## config.mk

```make
export PLATFORM = sky130hd
export DESIGN_NAME = term_ctrl_reg
export DESIGN_NICKNAME = d
export VERILOG_FILES = /design/src/rtl/tcr_pkg.sv /design/src/rtl/tcr_rst_sync.sv /design/src/rtl/tcr_regfile.sv /design/src/rtl/tcr_decode.sv /design/src/rtl/tcr_err_ctrl.sv /design/src/rtl/term_ctrl_reg.sv
export SDC_FILE = /design/constraint.sdc
export NUM_CORES = 1
export LEC_CHECK = 0
export BUFFER_PORTS_ARGS = -buffer_cell sky130_fd_sc_hd__buf_2
export CAP_MARGIN = 5
export CORE_ASPECT_RATIO = 1.4
export CORE_MARGIN = 2
export CORE_UTILIZATION = 35
export DETAILED_ROUTE_END_ITERATION = 8
export GPL_TIMING_DRIVEN = 0
export MAX_ROUTING_LAYER = met4
export PLACE_DENSITY_LB_ADDON = 0.12
export SYNTH_ARGS = -nofsm -noshare
export SYNTH_HDL_FRONTEND = slang
export SYNTH_SLANG_ARGS = --single-unit
```

## constraint.sdc

```tcl
create_clock -name clk -period 2.45 [get_ports clk]
set_input_delay 0.49 -clock clk [delete_from_list [all_inputs] [get_ports clk]]
set_output_delay 0.49 -clock clk [all_outputs]
set_load 0.02 [all_outputs]
```

## src/rtl/tcr_pkg.sv

```systemverilog
package tcr_pkg;
  localparam int CTRL_W   = 16;
  localparam int RA_W     = 4;

  // Field positions inside the control word
  localparam int B_IDWT   = 0;
  localparam int B_MR     = 1;
  localparam int B_BC     = 2;
  localparam int B_RT     = 3;
  localparam int B_TXA    = 4;
  localparam int B_TXB    = 5;
  localparam int B_RERR   = 6;
  localparam int B_RA_LO  = 7;
  localparam int B_RA_HI  = B_RA_LO + RA_W - 1;
  localparam int B_CLK    = 13;
  localparam int B_TMO    = 14;

  typedef enum logic [1:0] {
    MODE_MON_ADDR   = 2'b00,
    MODE_BC         = 2'b01,
    MODE_RT         = 2'b10,
    MODE_MON_NOADDR = 2'b11
  } op_mode_e;
endpackage

```

## src/rtl/tcr_rst_sync.sv

```systemverilog
module tcr_rst_sync #(
  parameter int STAGES = 2
) (
  input  logic clk,
  input  logic rst_n,
  output logic rst_sync_n
);
  logic [STAGES-1:0] sync_q;
  logic [STAGES-1:0] sync_d;

  always_comb begin
    sync_d = {sync_q[STAGES-2:0], 1'b1};
  end

  always_ff @(posedge clk or negedge rst_n) begin
    if (!rst_n) sync_q <= '0;
    else        sync_q <= sync_d;
  end

  assign rst_sync_n = sync_q[STAGES-1];
endmodule

```

## src/rtl/tcr_regfile.sv

```systemverilog
module tcr_regfile
  import tcr_pkg::*;
#(
  parameter logic [RA_W-1:0] RD_ADDR    = 4'b1100,
  parameter int              WR_SEL_BIT = 2
) (
  input  logic              clk,
  input  logic              rst_n,
  input  logic              host_wr,
  input  logic              host_rd,
  input  logic [RA_W-1:0]   host_addr,
  input  logic [CTRL_W-1:0] host_wdata,
  output logic [CTRL_W-1:0] ctrl_q,
  output logic [CTRL_W-1:0] host_rdata,
  output logic              mr_sw_pulse,
  output logic              rerr_rise
);
  logic              wr_hit;
  logic [CTRL_W-1:0] ctrl_d;
  logic              mr_fall_d;
  logic              mr_q;

  always_comb begin
    wr_hit    = host_wr & host_addr[WR_SEL_BIT];
    ctrl_d    = wr_hit ? host_wdata : ctrl_q;
    mr_fall_d = wr_hit & ctrl_q[B_MR] & ~host_wdata[B_MR];
    rerr_rise = wr_hit & ~ctrl_q[B_RERR] & host_wdata[B_RERR];
    host_rdata = (host_rd && host_addr == RD_ADDR) ? ctrl_q : '0;
  end

  always_ff @(posedge clk or negedge rst_n) begin
    if (!rst_n) begin
      ctrl_q <= '0;
      mr_q   <= 1'b0;
    end else begin
      ctrl_q <= ctrl_d;
      mr_q   <= mr_fall_d;
    end
  end

  assign mr_sw_pulse = mr_q;

  // the software reset pulse never lasts two cycles
  a_r6_mr_single: assert property (@(posedge clk) disable iff (!rst_n)
    mr_q |=> !mr_q);

  // without a write hit the register keeps its value (master reset included)
  a_r1_hold: assert property (@(posedge clk) disable iff (!rst_n)
    !(host_wr && host_addr[WR_SEL_BIT]) |=> $stable(ctrl_q));
endmodule

```

## src/rtl/tcr_decode.sv

```systemverilog
module tcr_decode
  import tcr_pkg::*;
(
  input  logic            f_bc,
  input  logic            f_rt,
  input  logic            f_txa,
  input  logic            f_txb,
  input  logic [RA_W-1:0] f_ra,
  input  logic            pin_mode_bc,
  input  logic            pin_mode_rt,
  input  logic [RA_W-1:0] pin_addr,
  input  logic            pin_txinh_a,
  input  logic            pin_txinh_b,
  output op_mode_e        op_mode,
  output logic [RA_W-1:0] eff_addr,
  output logic            tx_en_a,
  output logic            tx_en_b
);
  always_comb begin
    op_mode  = op_mode_e'({f_rt | pin_mode_rt, f_bc | pin_mode_bc});
    eff_addr = f_ra | pin_addr;
    tx_en_a  = f_txa & ~f_txb & ~pin_txinh_a;
    tx_en_b  = f_txb & ~f_txa & ~pin_txinh_b;
  end
endmodule

```

## src/rtl/tcr_err_ctrl.sv

```systemverilog
module tcr_err_ctrl #(
  parameter int LIM_12M = 48,
  parameter int LIM_24M = 96
) (
  input  logic clk,
  input  logic rst_n,
  input  logic err_set,
  input  logic inhibit,
  input  logic rerr_lvl,
  input  logic rerr_rise,
  input  logic mr,
  input  logic clk12,
  output logic error_q
);
  localparam int LIM_MAX = (LIM_12M > LIM_24M) ? LIM_12M : LIM_24M;
  localparam int CNT_W   = $clog2(LIM_MAX + 1);
  localparam logic [CNT_W-1:0] LAST_12M = CNT_W'(LIM_12M - 1);
  localparam logic [CNT_W-1:0] LAST_24M = CNT_W'(LIM_24M - 1);

  logic [CNT_W-1:0] cnt_q, cnt_d, last;
  logic             err_d;
  logic             set_ok;

  always_comb begin
    last   = clk12 ? LAST_12M : LAST_24M;
    set_ok = err_set & ~inhibit;
    err_d  = error_q;
    cnt_d  = cnt_q;
    if (mr) begin
      err_d = 1'b0;
      cnt_d = '0;
    end else if (set_ok) begin
      err_d = 1'b1;
      cnt_d = '0;
    end else if (rerr_rise) begin
      err_d = 1'b0;
      cnt_d = '0;
    end else if (error_q && rerr_lvl) begin
      if (cnt_q >= last) begin
        err_d = 1'b0;
        cnt_d = '0;
      end else begin
        cnt_d = cnt_q + 1'b1;
      end
    end else begin
      cnt_d = '0;
    end
  end

  always_ff @(posedge clk or negedge rst_n) begin
    if (!rst_n) begin
      error_q <= 1'b0;
      cnt_q   <= '0;
    end else begin
      error_q <= err_d;
      cnt_q   <= cnt_d;
    end
  end

  // master reset always leaves the error cleared
  a_r11_mr_clears: assert property (@(posedge clk) disable iff (!rst_n)
    mr |=> !error_q);

  // an accepted set with no reset raises the error
  a_r7_set: assert property (@(posedge clk) disable iff (!rst_n)
    (err_set && !inhibit && !mr) |=> error_q);

  // with the reset bit low the error only falls on master reset or a reset-bit rise
  a_r7_hold: assert property (@(posedge clk) disable iff (!rst_n)
    (error_q && !rerr_lvl && !rerr_rise && !mr) |=> error_q);

  // with inhibit set, a cleared error stays cleared
  a_r10_inhibit: assert property (@(posedge clk) disable iff (!rst_n)
    (!error_q && inhibit) |=> !error_q);

  // the auto-clear counter stays inside the longest window
  a_r9_cnt_bound: assert property (@(posedge clk) disable iff (!rst_n)
    cnt_q < CNT_W'(LIM_MAX));
endmodule

```

## src/rtl/term_ctrl_reg.sv

```systemverilog
module term_ctrl_reg
  import tcr_pkg::*;
#(
  parameter int AUTOCLR_12M = 48,
  parameter int AUTOCLR_24M = 96
) (
  input  logic        clk,
  input  logic        rst_n,
  input  logic        host_wr,
  input  logic        host_rd,
  input  logic [3:0]  host_addr,
  input  logic [15:0] host_wdata,
  output logic [15:0] host_rdata,
  input  logic        pin_mode_bc,
  input  logic        pin_mode_rt,
  input  logic [3:0]  pin_addr,
  input  logic        pin_txinh_a,
  input  logic        pin_txinh_b,
  input  logic        pin_mr,
  input  logic        err_set,
  output logic [1:0]  op_mode,
  output logic [3:0]  eff_addr,
  output logic        clk_sel_12m,
  output logic        long_timeout,
  output logic        tx_en_a,
  output logic        tx_en_b,
  output logic        inhibit_data,
  output logic        mr_pulse,
  output logic        error_out
);
  logic              rst_sync_n;
  logic [CTRL_W-1:0] ctrl_q;
  logic              mr_sw_pulse;
  logic              rerr_rise;
  op_mode_e          mode_e;

  tcr_rst_sync #(.STAGES(2)) u_rst (
    .clk        (clk),
    .rst_n      (rst_n),
    .rst_sync_n (rst_sync_n)
  );

  tcr_regfile u_regs (
    .clk         (clk),
    .rst_n       (rst_sync_n),
    .host_wr     (host_wr),
    .host_rd     (host_rd),
    .host_addr   (host_addr),
    .host_wdata  (host_wdata),
    .ctrl_q      (ctrl_q),
    .host_rdata  (host_rdata),
    .mr_sw_pulse (mr_sw_pulse),
    .rerr_rise   (rerr_rise)
  );

  tcr_decode u_dec (
    .f_bc        (ctrl_q[B_BC]),
    .f_rt        (ctrl_q[B_RT]),
    .f_txa       (ctrl_q[B_TXA]),
    .f_txb       (ctrl_q[B_TXB]),
    .f_ra        (ctrl_q[B_RA_HI:B_RA_LO]),
    .pin_mode_bc (pin_mode_bc),
    .pin_mode_rt (pin_mode_rt),
    .pin_addr    (pin_addr),
    .pin_txinh_a (pin_txinh_a),
    .pin_txinh_b (pin_txinh_b),
    .op_mode     (mode_e),
    .eff_addr    (eff_addr),
    .tx_en_a     (tx_en_a),
    .tx_en_b     (tx_en_b)
  );

  always_comb begin
    op_mode      = mode_e;
    clk_sel_12m  = ctrl_q[B_CLK];
    long_timeout = ctrl_q[B_TMO];
    inhibit_data = ctrl_q[B_IDWT];
    mr_pulse     = mr_sw_pulse | pin_mr;
  end

  tcr_err_ctrl #(
    .LIM_12M (AUTOCLR_12M),
    .LIM_24M (AUTOCLR_24M)
  ) u_err (
    .clk       (clk),
    .rst_n     (rst_sync_n),
    .err_set   (err_set),
    .inhibit   (ctrl_q[B_IDWT]),
    .rerr_lvl  (ctrl_q[B_RERR]),
    .rerr_rise (rerr_rise),
    .mr        (mr_pulse),
    .clk12     (ctrl_q[B_CLK]),
    .error_q   (error_out)
  );

  // the two bus enables are never active together
  a_r4_one_bus: assert property (@(posedge clk) disable iff (!rst_sync_n)
    $onehot0({tx_en_a, tx_en_b}));
endmodule

```

[After elaboration in Yosys (flattened, before gate mapping)]
Cells that the tools add are included.
Word-level totals
  flip-flop bits (word level): 27
  input bits: 34
  output and inout bits: 29
  word-level logic and storage cells: 46
Operators by class
  add/sub/neg operators: 1
  magnitude comparators: 1
  equal/unequal tests: 1
  multiplexer cells: 12
  bitwise operators: 21
  reductions and logical operators: 5
Operator list (count)
  $mux 7: 6
  $mux 16: 1
  $and 1x1->1: 10
  $reduce_bool 4->1: 2
  $add 7x1->7 const B: 1
  $ge 7x7->1: 1
  $not 1->1: 7
  $mux 1: 5
  $eq 4x4->1 const B: 1
  $or 4x4->4: 1
  $or 1x1->1: 3
  $logic_and 1x1->1: 2
  $reduce_and 2->1: 1

[Depth between registers and ports, before layout]
Gate-level depths: netlist of run 1.
  word-level depth: 7
  depth in mapped cells: 6

[Hierarchy]
Synthesis of run 1 repeated with hierarchy kept, for this count alone.
Unflattened totals
  cell total of the unflattened synthesis: 120
  area, all modules: 1411.4 um^2
Modules (own cells, without submodules)
  tcr_regfile: times used 1, cells each 57, area an instance 798.3 um^2, sequential area each 425.4 um^2
  tcr_err_ctrl: times used 1, cells each 51, area an instance 500.5 um^2, sequential area each 200.2 um^2
  tcr_rst_sync: times used 1, cells each 3, area an instance 53.8 um^2, sequential area each 50.0 um^2
  tcr_decode: times used 1, cells each 8, area an instance 52.6 um^2, sequential area each 0.0 um^2
  term_ctrl_reg: times used 1, cells each 1, area an instance 6.3 um^2, sequential area each 0.0 um^2

[Worst setup path before layout of run 1]
OpenSTA, ideal clock, no wires.
  path type: input to output
  start: in host_addr[1]
  end: out host_rdata[10]
  arrival: 1.280 ns
  data required time: 1.960 ns
  slack: 0.680 ns
  cell stages on the path: 4
  path buffers: 1
  cells stage by stage: nor2_1 -> and4_1 -> clkbuf_1 -> and2_1
Between the ends
  word-level cells in the longest chain between the ends: 3
RTL lines
  from (decl): line term_ctrl_reg.sv:11  | input logic [3:0] host_addr,
  $eq 4x4->1: line tcr_regfile.sv:28  | host_rdata = (host_rd && host_addr == RD_ADDR) ? ctrl_q : '0;
  $logic_and 1x1->1: line tcr_regfile.sv:28
  $mux 16: line tcr_regfile.sv:28
  to (decl): line term_ctrl_reg.sv:13  | output logic [15:0] host_rdata,
Every way passes these cells.

[Worst setup path in the final report of run 1]
  start: in host_addr[1]
  end: out host_rdata[11]
Same word-level chain as after synthesis.

==> results of run 1 <==
registers in the layout, indices dropped and copies added (netlist names):
signal              flops
u_regs.ctrl_q          16
u_err.error_q           1
u_err.cnt_q             7
u_rst.sync_q            2
u_regs.mr_sw_pulse      1
cell type report:
cell class,instances,area [um2]
clock buffer,3,41.3
multi-input combinational,80,634
fill,356,1890
clock inverter,1,7.51
timing repair buffer,63,320
tap,42,52.6
buffer,2,8.76
inverter,3,11.3
sequential,27,676
layer usage:
| metal | vias to the layer above | part of all wire | GRT usage |
|---|---|---|---|
| met4 | 0 | 0.0083 | 0.0500 |
| li1 | 505 | - | - |
| met1 | 502 | 0.40 | 0.146 |
| met3 | 2 | 0.045 | 0.0236 |
| met2 | 28 | 0.55 | 0.264 |
| met5 | - | 0 | - |
cells by family (layout without fill, tap and decap cells):
logic type | Yosys count | count (layout) | share of synthesized area
buffers and inverters | 5 | 72 | 0.0150
adders and majority gates | 4 | 4 | 0.0376
and+or+nand+nor | 49 | 49 | 0.237
AOI/OAI and AO/OA | 5 | 5 | 0.0311
muxes | 16 | 16 | 0.135
other | 1 | 1 | 0.00282
DFF | 27 | 27 | 0.508
xor gates and xnor gates | 5 | 5 | 0.0329
worst paths after layout:
path | start | end | cells after the start
max in group asynchronous | u_rst.sync_q[1]$_DFF_PN0_ | u_regs.ctrl_q[6]$_DFFE_PN0P_ | 0
max | host_addr[1] | host_rdata[11] | 6
min reg2reg | u_rst.sync_q[0]$_DFF_PN0_ | u_rst.sync_q[1]$_DFF_PN0_ | 0
min in group asynchronous | u_rst.sync_q[1]$_DFF_PN0_ | u_regs.ctrl_q[7]$_DFFE_PN0P_ | 0
max reg2reg | u_regs.ctrl_q[13]$_DFFE_PN0P_ | u_err.cnt_q[2]$_DFF_PN0_ | 6
min | u_rst.sync_q[0]$_DFF_PN0_ | u_rst.sync_q[1]$_DFF_PN0_ | 0
through the flow:
stage                     cells  hold WS [ns]
final                       221         0.368
after floorplan             112         0.194
after detailed placement    216         0.279
after global routing        221         0.378
after CTS                   221         0.371
after global placement      216         0.275
critical path, delay by kind of cell:
| family | cells | cell delay, ns |
|---|---|---|
| buffers and inverters | 3 | 0.61 |
| AND/OR/NAND/NOR | 3 | 0.58 |
timing repair:
item,4_1_cts,5_1_grt
endpoints found under the hold margin,2,0
hold buffers,1,0
buffers inserted,0,0
power by group through the flow:
stage | logic, uW | clock network [uW] | registers [uW]
finish | 174 | 249 | 526
global route | 190 | 280 | 536
CTS | 177 | 261 | 528
detailed placement | 176 | 0 | 537
global placement | 172 | 0 | 533
floorplan | 104 | 0 | 536
layout by cell type (no fill, tap or decap):
| cell | synthesis | layout |
|---|---|---|
| a21oi_1 | 2 | 2 |
| nand4b_4 | 1 | 1 |
| nand4_1 | 2 | 2 |
| xor2_1 | 4 | 4 |
| nand2b_1 | 2 | 2 |
| and2_4 | 1 | 1 |
| or2_2 | 6 | 6 |
| nand2_1 | 2 | 2 |
| nand3_1 | 2 | 2 |
| conb_1 | 1 | 1 |
| nand2_2 | 1 | 1 |
| nor3_2 | 1 | 1 |
| dlygate4sd3_1 | 0 | 1 |
| and2_1 | 16 | 16 |
| buf_2 | 1 | 63 |
| a21oi_4 | 1 | 1 |
| mux2_2 | 16 | 16 |
| nor3b_1 | 4 | 4 |
| xnor2_1 | 1 | 1 |
| clkbuf_8 | 0 | 3 |
| nor2_1 | 8 | 8 |
| or3b_4 | 1 | 1 |
| a211oi_1 | 1 | 1 |
| and4_1 | 1 | 1 |
| dfrtp_1 | 27 | 27 |
| ha_1 | 4 | 4 |
| clkinvlp_4 | 0 | 1 |
| a21o_1 | 1 | 1 |
| or2_1 | 1 | 1 |
| inv_1 | 3 | 3 |
| clkbuf_1 | 1 | 1 |
==> metrics.md, run 1 <==
| Metric | Value |
|---|---|
| Tightest Pin Transition | 1.02 ns |
| Vias in the first global route | around 1100 |
| Final setup margin | around 0.26 ns |
| Top-count cell post-synth | dfrtp_1 |
| Hpwl dp | 2210 um |
| Main synth FF type | dfrtp_1 |
| CP Launch Type | input port |
| Most common cell on crit path | buf_2 |
| Number of port buffers | 62 |
| Final core utilization | 0.481 |
| R2r setup slk | about 0.76 ns |
| Sequential Power Share | 0.554 |
| Die height | 76.9 um |
| Cell variety after synth | 28 |
| Post-synth net total | 150 |
| GR Util All Layers | 0.141 |
| Vias | 1037 |
| CTS Sinks | 27 |
| CP Class | input port to primary output |
| Gpl congestion | 0.683 |
| Register area share after synthesis | 0.508 |
| Final period utilization | 0.892 |
| Clock Power Share | 0.262 |
| Int Pwr | 696 uW |
| Layout Skew | 0.00228 ns |
| # nets final | about 220 |
| Drt initial violations | 20 |
| RSZ-0062 raised after global routing | false |
| Skew-Pair Late Insertion Delay | 0.26 ns |
| Largest net degree at the start of global routing | 26 |
| CP Max Fanout | 10 |
| CP required | 1.96 ns |
| Max Cap Viol | 0 |
| Cell taking the most area after synthesis | dfrtp_1 |
| Post-Layout Inst Area | 1750 um2 |
| CP Capture Type | primary output |
| CP cell instances | buf_2 -> nor2_1 -> and4_1 -> clkbuf_1 -> and2_1 -> buf_2 |
| Comb pwr share | 0.184 |
| Vias per cell | 4.69 |
| H-tree depth | 1 |
| Outcome | finished, final reports clean |
| Synth async-reset ratio | 1.00 |
| Clock slew at reported path FFs | roughly 0.09 ns |
| Maximum VDD drop | 0.294 mV |
| Total gr overflow | 0 |
| Final setup violation count | 0 |
| Max-Slew Margin vs Limit | 0.323 |
| Clock period minus worst slack | 2.19 ns |
| DRC viols | 0 |
| Clock tree root driver cell | clkbuf_8 |
| Max Root-Sink Buffers | 2 |
| Pwr per Cell Area | 542 nW/um2 |
| Leakage power | 0.000891 uW |
| Syn-to-layout area delta | 31.7% |
| Drt first pass iters | 2 |
| Inserted Diodes | 0 |
| Area post-placement | 1690 um2 |
| CP max stage delay | about 0.36 ns |
| Critical Path AT | 1.70 ns |
| Fin. Hold Viols | 0 |
| Die Width | 56.1 um |
| Post-route ant nets | 0 |
| CTS buffer count | 3 |
| Power, Total | 949 uW |
| Starting Density | 0.365 |
| #FFs+latches synth | 27 |
| Max frequency | 458 MHz |
| CTS tree | built |
| Post-Syn Area per Cell | 11.9 um2 |
| Sum Neg Setup Slack | 0 ns |
| Area contributors post-synth | dfrtp_1 (51%), mux2_2 (14%), and2_1 (7.5%) |
| Max-slew violations | 0 |
| Initial antenna violation count | 0 |
| Avg WL per Cell | 12.5 um |
| Post-synth EDFFs | 0 |
| Placement Setup Slack | 0.226 ns |
| Psw | 253 uW |
| Post_cts resized | 0 |
| Synth Instances | 112 |
| Slowest CP cell | clkbuf_1 |
| Drt total wl | 2770 um |
| Row Count | 26 |
| Net switching fraction of the power | 0.266 |
| Hold Path Class | flip-flop to flip-flop |
| Top post-synthesis cells by count | dfrtp_1 (27), and2_1 (16), mux2_2 (16), nor2_1 (8), or2_2 (6) |
| Core Footprint | about 3600 um2 |
| Synth Cell Area | 1330 um2 |
| First-pass GRT wire length | ~4800 um |
| Die area | 4320 um2 |
| Warning count from the yosys run | 0 |
| Io pins | 63 |
| Post-synth top area share | 0.508 |
| Layout cells sized above 1 | 0.531 |
Power figures use the tool's default switching activity.
==> run 2, diff against run 1 <==
--- a/config.mk
+++ b/config.mk
@@ -5,6 +5,7 @@
 export SDC_FILE = /design/constraint.sdc
 export NUM_CORES = 1
 export LEC_CHECK = 0
+export ABC_AREA = 1
 export BUFFER_PORTS_ARGS = -buffer_cell sky130_fd_sc_hd__buf_2
 export CAP_MARGIN = 5
 export CORE_ASPECT_RATIO = 1.4
==> run 2 against run 1 <==
Compared with the run above: critical path depth unchanged; first-iteration DRC count down 25%; synthesized cell count up 45%; critical path type unchanged; critical endpoint is now host_rdata[13]; largest power group unchanged.
==> metrics.md, run 2 <==
| Metric | Value |
|---|---|
| Outcome | finished, final reports clean |
| Worst R2R End | u_err.cnt_q[2]$_DFF_PN0_ |
| Largest register FFs | 16 (unchanged) |
| Max frequency | 521 MHz (+14%) |
| Number of port buffers | 62 (unchanged) |
| Post-route ant nets | 0 (unchanged) |
| Max-Slew Margin vs Limit | 0.305 (-0.0179) |
| CP Max Fanout | 10 (unchanged) |
| CTS buffer count | 3 (unchanged) |
| Maximum VDD drop | 0.308 mV (+4.7%) |
| Leakage power | 0.000953 uW (+7.0%) |
| Clock slew at reported path FFs | 0.09 ns (about the same) |
| CP required | 1.96 ns (about the same) |
| CP Launch Type | input port |
| # nets final | 268 (+23%) |
| Pwr per Cell Area | 528 nW/um2 (-2.6%) |
| Post_cts resized | 0 (unchanged) |
| R2r setup slk | 1.02 ns (+0.26 ns) |
| Gpl congestion | 0.720 (+5.4%) |
| Io pins | 63 (unchanged) |
| Cell variety after synth | 23 (-18%) |
| CP Class | input port to primary output |
| Placement Setup Slack | 0.491 ns (+0.265 ns) |
| Hold buffer count at CTS | 1 (unchanged) |
| Die Width | 56.5 um (+0.65%) |
| Max Root-Sink Buffers | 2 (unchanged) |
| Skew-Pair Late Insertion Delay | 0.27 ns (about the same) |
| Warning count from the yosys run | 0 (unchanged) |
| Cell taking the most area after synthesis | dfrtp_1 |
| Inserted Diodes | 0 (unchanged) |
| Largest regs | u_regs.ctrl_q x16, u_err.cnt_q x7, u_rst.sync_q x2 |
| Tightest Pin Transition | 1.04 ns (+0.0268 ns) |
| Layout cells sized above 1 | 0.362 (-0.168) |
| Reg2reg start | u_regs.ctrl_q[13]$_DFFE_PN0P_ |
| Most frequent cells in the layout | buf_2 (66), nand2_1 (31), nor2_1 (27), dfrtp_1 (27), inv_1 (25) |
| Worst r2r path cells | 7 (+1) |
| CTS tree | built |
| Starting Density | 0.367 (+0.00187) |
| Drt initial violations | 15 (-25%) |
| Synth Cell Area | 1350 um2 (+1.4%) |
| Area contributors post-synth | dfrtp_1 (50%), nand2_1 (8.6%), nor2_1 (7.5%) |
| Vias per cell | 4.50 (-4.1%) |
| Post-Syn Area per Cell | 8.33 um2 (-30%) |
| Filler cell count | 395 (+11%) |
| Final period utilization | 0.784 (-0.108) |
| Max Cap Viol | 0 (unchanged) |
| Biggest register | u_regs.ctrl_q |
| CP Capture Type | primary output |
| Final setup margin | 0.529 ns (+0.264 ns) |
| Total gr overflow | 0 (unchanged) |
| GR Util All Layers | 0.144 (+0.00326) |
| Setup Buffers After CTS | 0 (unchanged) |
| Final setup violation count | 0 (unchanged) |
| Drt total wl | 2990 um (+7.9%) |
| Critical Path AT | 1.43 ns (-0.27 ns) |
| Clock tree root driver cell | clkbuf_8 |
| Max-slew violations | 0 (unchanged) |
| Post-synth net total | 200 (+33%) |
| Fin. Hold Viols | 0 (unchanged) |
| DRC viols | 0 (unchanged) |
| Drt first pass iters | 4 (+2) |
| Synth Instances | 162 (+45%) |
| Hold Slack | 0.355 ns (-0.0126 ns) |
| Largest net degree at the start of global routing | 26 (unchanged) |
| Most common cell after layout, fill and taps aside | buf_2 |
| Post-synth top area share | 0.501 (-0.00707) |
| Hold path depth | 0 (unchanged) |
| Vias | 1219 (+18%) |
| Top-count cell post-synth | nand2_1 |
| Avg WL per Cell | 11.0 um (-12%) |
| Clock period minus worst slack | 1.92 ns (-0.264 ns) |
| RSZ-0062 raised after global routing | false |
| Die area | 4370 um2 (+1.3%) |
| Sum Neg Setup Slack | 0 ns (unchanged) |
| Post-synth EDFFs | 0 (unchanged) |
| Hold Crit Start | u_rst.sync_q[0]$_DFF_PN0_ |
| #FFs+latches synth | 27 (unchanged) |
| Hpwl dp | 2250 um (+1.8%) |
| Hold Path Sink | u_rst.sync_q[1]$_DFF_PN0_ |
| Top post-synthesis cells by count | nand2_1 (31), dfrtp_1 (27), nor2_1 (27), inv_1 (25), o21ai_0 (16) |
| Hold Path Class | flip-flop to flip-flop |
| First-pass GRT wire length | 4900 um (+2.9%) |
| Row Count | 26 (unchanged) |
| CTS Sinks | 27 (unchanged) |
| Vias in the first global route | 1105 (-2.2%) |
| Core Footprint | 3680 um2 (+0.89%) |
| Initial antenna violation count | 0 (unchanged) |
| Layout Skew | 0.00640 ns (+0.00412 ns) |
| H-tree depth | 1 (unchanged) |
| Register area share after synthesis | 0.501 (-0.00707) |
| Syn-to-layout area delta | 31.0% |
| Die height | 77.5 um (+0.66%) |
| Synth async-reset ratio | 1.00 (unchanged) |
| Main synth FF type | dfrtp_1 |
-- run 2: metrics by stage --
stage / utilization / power, uW / std cells / area (um2)
floorplan: - / 621 / 162 / 1350
global placement: 0.466 / 691 / 266 / 1710
detailed placement: 0.466 / 692 / 266 / 1710
CTS: 0.481 / 951 / 271 / 1770
global route: 0.481 / 987 / 271 / 1770
finish: 0.481 / 932 / 271 / 1770
-- run 2: kinds of logic (layout without fill, tap and decap cells) --
kind of cell,Yosys count,after routing,share of synthesized area
AO/OA/AOI/OAI,19,19,0.0789
other,1,1,0.00278
buffers and inverters,29,96,0.0844
AND/OR/NAND/NOR,79,79,0.276
flip-flops,27,27,0.501
adder cells (fa/ha/maj),4,4,0.0371
XOR/XNOR,3,3,0.0195
-- run 2: layer usage --
layer,up-vias,GRT usage,wire length (um)
met5,-,-,0
li1,625,-,-
met1,561,0.172,1330
met4,0,0.0500,23
met3,2,0.0233,148
met2,31,0.245,1500
-- run 2: layout make-up --
type / instances / area, um2 / share of cell area
Tap cell: 42 / 52.6 / 0.0297
Clock buffer: 4 / 45.0 / 0.0255
Multi-Input combinational cell: 106 / 559 / 0.317
Inverter: 25 / 93.8 / 0.0531
Buffer: 4 / 20.0 / 0.0113
Timing Repair Buffer: 63 / 320 / 0.181
Sequential cell: 27 / 676 / 0.382
-- run 2: how the worst max path moves through the flow --
| stage | startpoint | endpoint | slack (ns) | cells after the start |
|---|---|---|---|---|
| 5_1_grt | host_addr[1] | host_rdata[13] | 0.44 | 6 |
| 4_1_cts | host_addr[1] | host_rdata[13] | 0.49 | 6 |
| 2_1_floorplan | host_addr[1] | host_rdata[10] | 0.73 | 4 |
| 3_5_place_dp | host_addr[1] | host_rdata[13] | 0.49 | 6 |
| 3_3_place_gp | host_addr[1] | host_rdata[13] | 0.49 | 6 |
| 6_report | host_addr[1] | host_rdata[13] | 0.53 | 6 |
-- run 2: where the power goes --
part	leakage, uW	switching (uW)	internal (uW)
clock network	0.0000228	135	116
registers	0.000345	28.0	483
logic	0.000586	100	69.6
total	0.000953	263	669
-- run 2: worst max-delay path, stage by stage --
cell     delay, ns
buf_2         0.10
nor2_1        0.11
nand4_2       0.17
buf_2         0.25
nor2_1        0.13
buf_2         0.18
==> run 3, diff against run 2 <==
==> constraint.sdc (replaced) <==
create_clock -name clk -period 1.7 [get_ports clk]
set_input_delay 0.34 -clock clk [delete_from_list [all_inputs] [get_ports clk]]
set_output_delay 0.34 -clock clk [all_outputs]
set_load 0.02 [all_outputs]
==> run 3 against run 2 <==
Compared with the run above: total power is 44% higher; design area is 0.14% higher; clock skew hardly changed; register-to-register slack worse by 0.75 ns; routed wire length is 0.43% higher; hold slack worse by 0.12 ns; global-route usage stayed put; non-clock buffer count stayed put; sequential power is 44% higher; critical path type unchanged; highest routed layer unchanged.
==> metrics.md, run 3 (synthesized netlist as in run 2, its figures left out) <==
| Metric | Value |
|---|---|
| Final period utilization | 0.940 |
| Leakage power | 0.000955 uW (+0.19%) |
| CTS tree | built |
| Gpl congestion | 0.720 (unchanged) |
| Max Cap Viol | 0 (unchanged) |
| Vias | 1215 (-0.33%) |
| Max-slew violations | 0 (unchanged) |
| CP Capture Type | primary output |
| Drt first pass iters | 4 (unchanged) |
| Worst path depth | 6 (unchanged) |
| Clock period minus worst slack | 1.60 ns |
| Post-Layout Inst Area | 1770 um2 (+0.14%) |
| Pwr per Cell Area | 760 nW/um2 (+44%) |
| Worst R2R End | u_err.cnt_q[2]$_DFF_PN0_ |
| CP Capture Point | host_rdata[13] |
| Largest register FFs | 16 (unchanged) |
| Avg WL per Cell | 11.1 um (+0.43%) |
| Worst r2r path cells | 7 (unchanged) |
| Clock slew at reported path FFs | 0.09 ns (about the same) |
| Layout Skew | 0.00624 ns (-0.000160 ns) |
| Fin. Hold Viols | 0 (unchanged) |
| Drt total wl | 3010 um (+0.43%) |
| Total gr overflow | 0 (unchanged) |
| CP Max Fanout | 10 (unchanged) |
| Outcome | finished, final reports clean |
| Tightest Pin Transition | 1.04 ns (+0.0000687 ns) |
| CTS Sinks | 27 (unchanged) |
| CP bufs+invs | 3 (unchanged) |
| DRC viols | 0 (unchanged) |
| # nets final | 268 (unchanged) |
| Layout cells sized above 1 | 0.362 (unchanged) |
| Max-Slew Margin vs Limit | 0.305 (about the same) |
| Io pins | 63 (unchanged) |
| CP Launch Type | input port |
| Hold Path Class | input port to flip-flop |
| Slowest CP cell | buf_4 |
| H-tree depth | 1 (unchanged) |
| Largest regs | u_regs.ctrl_q x16, u_err.cnt_q x7, u_rst.sync_q x2 |
| Top delay family on crit path | buffers and inverters |
| Grt met3 use | 0.0233 (unchanged) |
| Reg area | 676 um2 (unchanged) |
| CP cell instances | buf_2 -> nor2_1 -> nand4_2 -> buf_4 -> nor2_1 -> buf_2 |
| RSZ-0062 raised after global routing | false |
| Most frequent cells in the layout | buf_2 (65), nand2_1 (31), nor2_1 (27), dfrtp_1 (27), inv_1 (25) |
| Crit. Startpoint | host_addr[1] |
| Maximum VDD drop | 0.444 mV (+44%) |
| Setup Buffers After CTS | 0 (unchanged) |
| Core Footprint | 3680 um2 (unchanged) |
| Drt initial violations | 15 (unchanged) |
| Power, Total | 1340 uW (+44%) |
| Die height | 77.5 um (unchanged) |
| Biggest register | u_regs.ctrl_q |
| Area post-placement | 1710 um2 (unchanged) |
| Syn-to-layout area delta | 31.2% |
| Met1 GRT Util | 0.172 (unchanged) |
| Filler cell count | 394 (-0.25%) |
| Area of the multi-input gates | 559 um2 (unchanged) |
| Vias in the first global route | 1105 (unchanged) |
| Sum Neg Setup Slack | 0 ns (unchanged) |
| Critical Path AT | 1.26 ns (-0.17 ns) |
| Grt met2 use | 0.245 (unchanged) |
| First-pass GRT wire length | 4900 um (unchanged) |
| Clock tree root driver cell | clkbuf_8 |
| Reg2reg start | u_regs.ctrl_q[13]$_DFFE_PN0P_ |
| Busiest grt layer | met2 |
| Row Count | 26 (unchanged) |
| Post-route ant nets | 0 (unchanged) |
| Largest net degree at the start of global routing | 26 (unchanged) |
| CP required | 1.36 ns (-0.60 ns) |
| Hpwl dp | 2250 um (unchanged) |
| CTS buffer count | 3 (unchanged) |
| Skew-Pair Late Insertion Delay | 0.27 ns (about the same) |
| Final setup violation count | 0 (unchanged) |
| Most common cell after layout, fill and taps aside | buf_2 |
| Starting Density | 0.367 (unchanged) |
| Max frequency | 626 MHz |
| CP Class | input port to primary output |
| Vias per cell | 4.48 (-0.33%) |
| R2r setup slk | 0.27 ns (-0.75 ns) |
| Die Width | 56.5 um (unchanged) |
| CP max stage delay | 0.24 ns (about the same) |
| Max Root-Sink Buffers | 2 (unchanged) |
| Die area | 4370 um2 (unchanged) |
| GR Util All Layers | 0.144 (unchanged) |
| Inserted Diodes | 0 (unchanged) |
| Initial antenna violation count | 0 (unchanged) |
| Number of port buffers | 62 (unchanged) |
[run 3: changes by cell type in the layout (fill, tap and decap cells not counted)]
cell,delta
buf_4,+1
buf_2,-1
[run 3: power breakdown]
part	switching [uW]	internal (uW)
sequential	40.3	696
clock	194	168
combinational	145	101
[run 3: final cells by class]
type,count,share of cell area
sequential,27,0.382
multi-input combinational,106,0.316
timing repair buffer,63,0.181
inverter,25,0.0530
tap,42,0.0297
clock buffer,4,0.0255
buffer,4,0.0127
[run 3: metrics by stage]
| stage | hold WS [ns] | utilization | instances | setup slack [ns] |
|---|---|---|---|---|
| floorplan | 0.0444 | - | 162 | 0.266 |
| global placement | 0.126 | 0.466 | 266 | 0.0402 |
| detailed placement | 0.129 | 0.466 | 266 | 0.0407 |
| CTS | 0.225 | 0.481 | 271 | 0.0419 |
| global route | 0.243 | 0.481 | 271 | 0.0199 |
| finish | 0.235 | 0.481 | 271 | 0.103 |
[run 3: worst min path at each step]
stage,start,endpoint,cells past startpoint
finish,host_wdata[1],u_regs.mr_sw_pulse$_DFF_PN0_,2
global route,host_wdata[1],u_regs.mr_sw_pulse$_DFF_PN0_,2
CTS,host_wdata[1],u_regs.mr_sw_pulse$_DFF_PN0_,2
detailed placement,rst_n,u_rst.sync_q[0]$_DFF_PN0_,1
global placement,rst_n,u_rst.sync_q[0]$_DFF_PN0_,1
floorplan,rst_n,u_rst.sync_q[0]$_DFF_PN0_,0
[run 3: timing repair]
item,4_1_cts,5_1_grt
endpoints found under the setup margin,0,1
hold buffers,1,0
resized for setup,0,2
hold endpoints to repair,2,0
[run 3: routing by layer]
metal / wire length (um) / part of all wire
met5: 0 / 0
met4: 23 / 0.0077
met3: 148 / 0.049
met2: 1500 / 0.50
met1: 1330 / 0.44
